[src/rtl/pgx_pkg.sv]
package pgx_pkg;
  localparam logic [2:0] REG_CTRL  = 3'd0;
  localparam logic [2:0] REG_MODE  = 3'd1;
  localparam logic [2:0] REG_STAT  = 3'd2;
  localparam logic [2:0] REG_TBASE = 3'd3;
  localparam logic [2:0] REG_IBASE = 3'd4;

  // byte offsets of the link entries inside a 4 KB table
  localparam logic [11:0] OFS_PREV = 12'hFF0;
  localparam logic [11:0] OFS_NEXT = 12'hFF8;

  typedef enum logic [2:0] {
    ST_IDLE,
    ST_LINK,
    ST_LWAIT,
    ST_PAGE,
    ST_PWAIT,
    ST_RESP
  } walk_st_t;
endpackage

[src/rtl/pgx_regs.sv]
module pgx_regs
  import pgx_pkg::*;
#(
  parameter int AW = 40
) (
  input  logic          clk,
  input  logic          rst_n,
  input  logic          reg_we,
  input  logic [2:0]    reg_addr,
  input  logic [63:0]   reg_wdata,
  output logic [63:0]   reg_rdata,
  input  logic          busy,
  input  logic          err_evt,
  output logic          cfg_en,
  output logic          cfg_xlate,
  output logic [AW-1:0] cfg_tbase,
  output logic [AW-1:0] cfg_ibase,
  output logic          pos_drop,
  output logic          err_flag
);
  logic unused_wbits;
  assign unused_wbits = ^{reg_wdata[63:AW], reg_wdata[11:2]};

  assign pos_drop = reg_we && (reg_addr == REG_CTRL) && !reg_wdata[0] && cfg_en;

  always_ff @(posedge clk) begin
    if (!rst_n) begin
      cfg_en    <= 1'b0;
      cfg_xlate <= 1'b0;
      cfg_tbase <= '0;
      cfg_ibase <= '0;
      err_flag  <= 1'b0;
    end else begin
      if (reg_we) begin
        case (reg_addr)
          REG_CTRL:  cfg_en <= reg_wdata[0];
          REG_MODE:  if (!cfg_en) cfg_xlate <= reg_wdata[0];
          REG_TBASE: if (!cfg_en) cfg_tbase <= {reg_wdata[AW-1:12], 12'b0};
          REG_IBASE: if (!cfg_en) cfg_ibase <= {reg_wdata[AW-1:20], 20'b0};
          default: ;
        endcase
      end
      if (err_evt)
        err_flag <= 1'b1;
      else if (reg_we && (reg_addr == REG_STAT) && reg_wdata[1])
        err_flag <= 1'b0;
    end
  end

  always_comb begin
    reg_rdata = '0;
    case (reg_addr)
      REG_CTRL:  reg_rdata[0] = cfg_en;
      REG_MODE:  reg_rdata[0] = cfg_xlate;
      REG_STAT:  reg_rdata[1:0] = {err_flag, !busy};
      REG_TBASE: reg_rdata[AW-1:0] = cfg_tbase;
      REG_IBASE: reg_rdata[AW-1:0] = cfg_ibase;
      default: ;
    endcase
  end
endmodule

[src/rtl/pgx_walk.sv]
module pgx_walk
  import pgx_pkg::*;
#(
  parameter int AW = 40
) (
  input  logic          clk,
  input  logic          rst_n,
  input  logic          cfg_en,
  input  logic          cfg_xlate,
  input  logic [AW-1:0] cfg_tbase,
  input  logic [AW-1:0] cfg_ibase,
  input  logic          pos_drop,
  input  logic          req_valid,
  output logic          req_ready,
  input  logic [AW-1:0] req_addr,
  output logic          rsp_valid,
  input  logic          rsp_ready,
  output logic [AW-1:0] rsp_addr,
  output logic          rsp_err,
  output logic          mem_rd_valid,
  input  logic          mem_rd_ready,
  output logic [AW-1:0] mem_rd_addr,
  input  logic          mem_rsp_valid,
  input  logic [63:0]   mem_rsp_data,
  output logic          busy,
  output logic          err_evt
);
  localparam int NW = AW - 20;  // sub-table number width
  localparam int PW = AW - 12;  // page number width

  walk_st_t       st;
  logic           pos_ok;
  logic [NW-1:0]  cur_num, tgt_num;
  logic [PW-1:0]  cur_base;
  logic [7:0]     idx;
  logic [11:0]    lo12;
  logic [AW-1:0]  rsp_addr_q;
  logic           rsp_err_q;

  logic [AW-1:0]  off;
  logic           below;
  logic [PW-1:0]  base_start;
  logic [NW-1:0]  num_start, nxt_num;
  logic           fwd;
  logic           accept;

  logic unused_data;
  assign unused_data = ^{mem_rsp_data[63:AW], mem_rsp_data[11:1], cfg_tbase[11:0]};

  assign off        = req_addr - cfg_ibase;
  assign below      = req_addr < cfg_ibase;
  assign base_start = pos_ok ? cur_base : cfg_tbase[AW-1:12];
  assign num_start  = pos_ok ? cur_num : '0;
  assign fwd        = tgt_num > cur_num;
  assign nxt_num    = fwd ? cur_num + NW'(1) : cur_num - NW'(1);

  assign req_ready    = cfg_en && (st == ST_IDLE);
  assign accept       = req_valid && req_ready;
  assign busy         = (st != ST_IDLE);
  assign rsp_valid    = (st == ST_RESP);
  assign rsp_addr     = rsp_addr_q;
  assign rsp_err      = rsp_err_q;
  assign err_evt      = rsp_valid && rsp_ready && rsp_err_q;
  assign mem_rd_valid = (st == ST_LINK) || (st == ST_PAGE);
  assign mem_rd_addr  = (st == ST_PAGE) ? {cur_base, 1'b0, idx, 3'b000}
                                        : {cur_base, fwd ? OFS_NEXT : OFS_PREV};

  always_ff @(posedge clk) begin
    if (!rst_n) begin
      st         <= ST_IDLE;
      pos_ok     <= 1'b0;
      cur_num    <= '0;
      cur_base   <= '0;
      tgt_num    <= '0;
      idx        <= '0;
      lo12       <= '0;
      rsp_addr_q <= '0;
      rsp_err_q  <= 1'b0;
    end else begin
      case (st)
        ST_IDLE: begin
          if (accept) begin
            if (!cfg_xlate) begin
              rsp_addr_q <= req_addr;
              rsp_err_q  <= 1'b0;
              st         <= ST_RESP;
            end else if (below) begin
              rsp_addr_q <= '0;
              rsp_err_q  <= 1'b1;
              st         <= ST_RESP;
            end else begin
              tgt_num  <= off[AW-1:20];
              idx      <= off[19:12];
              lo12     <= req_addr[11:0];
              cur_base <= base_start;
              cur_num  <= num_start;
              pos_ok   <= 1'b1;
              st       <= (off[AW-1:20] == num_start) ? ST_PAGE : ST_LINK;
            end
          end
        end
        ST_LINK:  if (mem_rd_ready) st <= ST_LWAIT;
        ST_LWAIT: begin
          if (mem_rsp_valid) begin
            if (!mem_rsp_data[0]) begin
              rsp_addr_q <= '0;
              rsp_err_q  <= 1'b1;
              st         <= ST_RESP;
            end else begin
              cur_base <= mem_rsp_data[AW-1:12];
              cur_num  <= nxt_num;
              st       <= (nxt_num == tgt_num) ? ST_PAGE : ST_LINK;
            end
          end
        end
        ST_PAGE:  if (mem_rd_ready) st <= ST_PWAIT;
        ST_PWAIT: begin
          if (mem_rsp_valid) begin
            rsp_err_q  <= !mem_rsp_data[0];
            rsp_addr_q <= mem_rsp_data[0] ? {mem_rsp_data[AW-1:12], lo12} : '0;
            st         <= ST_RESP;
          end
        end
        ST_RESP:  if (rsp_ready) st <= ST_IDLE;
        default:  st <= ST_IDLE;
      endcase
      if (pos_drop) pos_ok <= 1'b0;
    end
  end
endmodule

[src/rtl/pgchain_xlat.sv]
module pgchain_xlat #(
  parameter int AW = 40
) (
  input  logic          clk,
  input  logic          rst_n,
  input  logic          reg_we,
  input  logic [2:0]    reg_addr,
  input  logic [63:0]   reg_wdata,
  output logic [63:0]   reg_rdata,
  input  logic          req_valid,
  output logic          req_ready,
  input  logic [AW-1:0] req_addr,
  output logic          rsp_valid,
  input  logic          rsp_ready,
  output logic [AW-1:0] rsp_addr,
  output logic          rsp_err,
  output logic          mem_rd_valid,
  input  logic          mem_rd_ready,
  output logic [AW-1:0] mem_rd_addr,
  input  logic          mem_rsp_valid,
  input  logic [63:0]   mem_rsp_data
);
  logic          cfg_en, cfg_xlate, pos_drop, err_flag, busy, err_evt;
  logic [AW-1:0] cfg_tbase, cfg_ibase;

  pgx_regs #(.AW(AW)) u_regs (
    .clk(clk), .rst_n(rst_n),
    .reg_we(reg_we), .reg_addr(reg_addr), .reg_wdata(reg_wdata), .reg_rdata(reg_rdata),
    .busy(busy), .err_evt(err_evt),
    .cfg_en(cfg_en), .cfg_xlate(cfg_xlate), .cfg_tbase(cfg_tbase), .cfg_ibase(cfg_ibase),
    .pos_drop(pos_drop), .err_flag(err_flag)
  );

  pgx_walk #(.AW(AW)) u_walk (
    .clk(clk), .rst_n(rst_n),
    .cfg_en(cfg_en), .cfg_xlate(cfg_xlate), .cfg_tbase(cfg_tbase), .cfg_ibase(cfg_ibase),
    .pos_drop(pos_drop),
    .req_valid(req_valid), .req_ready(req_ready), .req_addr(req_addr),
    .rsp_valid(rsp_valid), .rsp_ready(rsp_ready), .rsp_addr(rsp_addr), .rsp_err(rsp_err),
    .mem_rd_valid(mem_rd_valid), .mem_rd_ready(mem_rd_ready), .mem_rd_addr(mem_rd_addr),
    .mem_rsp_valid(mem_rsp_valid), .mem_rsp_data(mem_rsp_data),
    .busy(busy), .err_evt(err_evt)
  );
endmodule

[config.mk]
export PLATFORM = sky130hd
export DESIGN_NAME = pgchain_xlat
export DESIGN_NICKNAME = d
export VERILOG_FILES = /design/src/rtl/pgx_pkg.sv /design/src/rtl/pgx_regs.sv /design/src/rtl/pgx_walk.sv /design/src/rtl/pgchain_xlat.sv
export SDC_FILE = /design/constraint.sdc
export NUM_CORES = 1
export LEC_CHECK = 0
export BUFFER_PORTS_ARGS = -buffer_cell sky130_fd_sc_hd__buf_2
export CAP_MARGIN = 20
export CORE_MARGIN = 2
export CORE_UTILIZATION = 55
export CTS_CLUSTER_SIZE = 16
export DETAILED_ROUTE_END_ITERATION = 10
export PLACE_DENSITY = 0.81
export REMOVE_ABC_BUFFERS = 1
export SLEW_MARGIN = 20
export SYNTH_ARGS = -nofsm -noshare
export SYNTH_HDL_FRONTEND = slang
export SYNTH_HIERARCHICAL = 1
export SYNTH_SLANG_ARGS = --single-unit
[constraint.sdc]
create_clock -name clk -period 5.6 [get_ports clk]
set_input_delay 0.56 -clock clk [delete_from_list [all_inputs] [get_ports clk]]
set_output_delay 0.56 -clock clk [all_outputs]
set_load 0.01 [all_outputs]
==> results.sh <==
export IMPL_worst_slew_pin_slew_ps=927
export IMPL_end_kind="flip-flop"
export IMPL_drive_above_1_share=0.167
export IMPL_cts_root_buf="clkbuf_16"
export IMPL_min_delay_start="reg_wdata[15]"
export IMPL_dr_pass1_iters=6
export IMPL_finalSetupTns_ps=0
export IMPL_ant_nets=0
export IMPL_path_delay_family="simple AND/OR/NAND/NOR gates"
export IMPL_crit_type="reg2reg"
export IMPL_finalSetupViolCount=0
export IMPL_num_antenna_cells=0
export IMPL_finalClockSkew_ps=22.4
export IMPL_powerDensity_nw_per_um2=338
export IMPL_drc=0
export IMPL_utilization=0.631
export IMPL_initial_core_util=0.561
export IMPL_crit_chain="inv_1 -> ha_1 -> nand4_1 -> nor3_1 -> nand2b_1 -> o211ai_1 -> nand2_2 -> fa_1 -> a21o_1 -> a31o_2 -> a21o_1 -> a2111oi_0 -> nand4_1 -> or4b_1 -> a311oi_1 -> nand4_1 -> nor4_1 -> o31ai_1 -> o31ai_2"
export IMPL_nets=2053
export IMPL_fmax_mhz=196
export IMPL_rr_startpoint="u_walk/cur_num[19]"
export IMPL_worstPathMaxFanout=12
export IMPL_grt_pass1_vias=11700
export IMPL_place_congestion=0.956
export IMPL_cp_slowest_stage_delay_ps=500
export IMPL_finalHoldViolCount=0
export IMPL_die_area_um2=25200
export IMPL_cp_slowest_cell="fa_1"
export IMPL_core_um2=23500
export IMPL_antenna_found_initial=0
export IMPL_syn_area_per_cell_um2=8.04
export IMPL_maxCapViolCount=0
export IMPL_hold_depth=3
export IMPL_grt_usage=0.279
export IMPL_hold_class="in2reg"
export IMPL_clkLatencyLatePin_ps=440
export IMPL_die_h_um=159
export IMPL_grt_first_pass_wirelength_um=58700
export IMPL_r2r_cells=19
export IMPL_routed_wl_um=36100
export IMPL_wl_per_cell_um=17.0
export IMPL_ys_warn_count=6
export IMPL_min_period_ps=5090
export IMPL_cts_tree="yes"
export IMPL_viasPerCell=5.85
export IMPL_cp_required_ps=5960
export IMPL_cts_max_path_buffers=2
export IMPL_drtIter0Drc=915
export IMPL_clk_pin_slew_worst_paths_ps=80
export IMPL_clock_sinks=184
export IMPL_io_pins=326
export IMPL_max_slew_margin_rel=0.378
export IMPL_start_kind="flip-flop"
export IMPL_vdd_drop_max_mv=0.235
export IMPL_synth_area_um2=13200
export IMPL_area_growth_synth_to_final_pct=12.4
export IMPL_r2r_end="u_walk/st[1]"
export IMPL_dpl_instance_area_um2=14200
export IMPL_r2r_slack_ps=510
export IMPL_status="complete, no violations"
export IMPL_design_area_um2=14800
export IMPL_cts_setup_buffers=0
export IMPL_h_tree_depth=4
export IMPL_rsz0062_at_grt="false"
export IMPL_slew_viol_final=0
export IMPL_hold_end="u_regs/cfg_tbase[15]"
export IMPL_cts_inserted_buffers=17
export IMPL_cp_arrival_ps=5450
export IMPL_chipWidth_um=159
export IMPL_p_leak_nw=7.12
export IMPL_crit_buf_inv=1
export IMPL_grt_overflow=0
export IMPL_io_buffers=219
export IMPL_num_vias=12500
export IMPL_hold_worst_slack_ps=356
export IMPL_fin_crit_sh=0.909
export IMPL_dp_hpwl_um=26700
export IMPL_grt_max_degree=84
export IMPL_synthCells=1638
export IMPL_core_rowCount=56
export IMPL_cpMostUsedCell="nand4_1"
## per-stage QoR
stage                     cells  total power, mW  worst slack, ps
final                      2129             5.00              511
after global routing       2129             5.30              140
after CTS                  2128             4.97              409
after detailed placement   2096             3.78              455
after global placement     2096             3.72              545
after floorplan            1537             3.14             -228
## how the worst max path moves through the flow
stage	from	endpoint	slack (ps)	cells past startpoint
finish	u_walk/cur_num[19]	u_walk/st[1]	510	19
global route	u_walk/cur_num[19]	u_walk/st[1]	140	19
CTS	u_walk/cur_num[19]	u_walk/st[1]	410	19
detailed placement	u_walk/cur_num[19]	u_walk/st[1]	450	19
global placement	u_walk/cur_num[19]	u_walk/st[1]	540	19
floorplan	req_addr[25]	u_walk/cur_base[0]	-230	11
## worst min-delay path: cells and delay by family
family	cells	cell delay (ps)
AND/OR/NAND/NOR	1	40
multiplexers	1	50
buffers and inverters	1	100
## metal layers
metal / share of wire / vias to the layer above / track usage / wire length [um]
met5: 0 / - / 0 / 0
met4: 0.027 / 0 / 0.0972 / 975
met3: 0.071 / 70 / 0.0431 / 2550
met2: 0.47 / 480 / 0.473 / 16900
met1: 0.43 / 5888 / 0.359 / 15700
li1: - / 6023 / - / -
## layout make-up
| type | instances | area [um2] |
|---|---|---|
| flip-flops and latches | 184 | 3680 |
| well taps | 319 | 399 |
| clock buffers | 18 | 429 |
| multi-input cells | 1270 | 8560 |
| inverters | 83 | 312 |
| clock inverters | 14 | 141 |
| repair buffers | 241 | 1280 |
| fillers | 2074 | 8670 |
## flip-flops by register name (all words and copies together), names as in the netlist, 3 cells and up
signal            flops
u_regs/cfg_tbase     28
u_walk/idx            8
u_regs/cfg_ibase     20
u_walk/lo12          12
u_walk/tgt_num       20
u_walk/cur_base      28
u_walk/st             3
u_walk/rsp_addr      40
u_walk/cur_num       20
## placed cells by master, fill, tap and decap left out, drive strengths merged, types with 35 or more instances in the layout
cell	count
nand2	285
dfxtp	184
o211a	74
inv	95
buf	241
xnor2	40
a21boi	35
conb	57
a22oi	53
mux2i	90
nor2	63
o21ai	61
ha	77
a21oi	79
## power by group
part / internal [mW] / switching (mW)
clock: 0.599 / 0.598
combinational: 0.915 / 1.34
sequential: 1.46 / 0.0956
total: 2.97 / 2.03
## repair_timing
action / in CTS / in global routing
setup endpoints to repair: 0 / 1
gates resized for setup: 0 / 1
hold buffers: 0 / 0
Power figures use the tool's default switching activity.
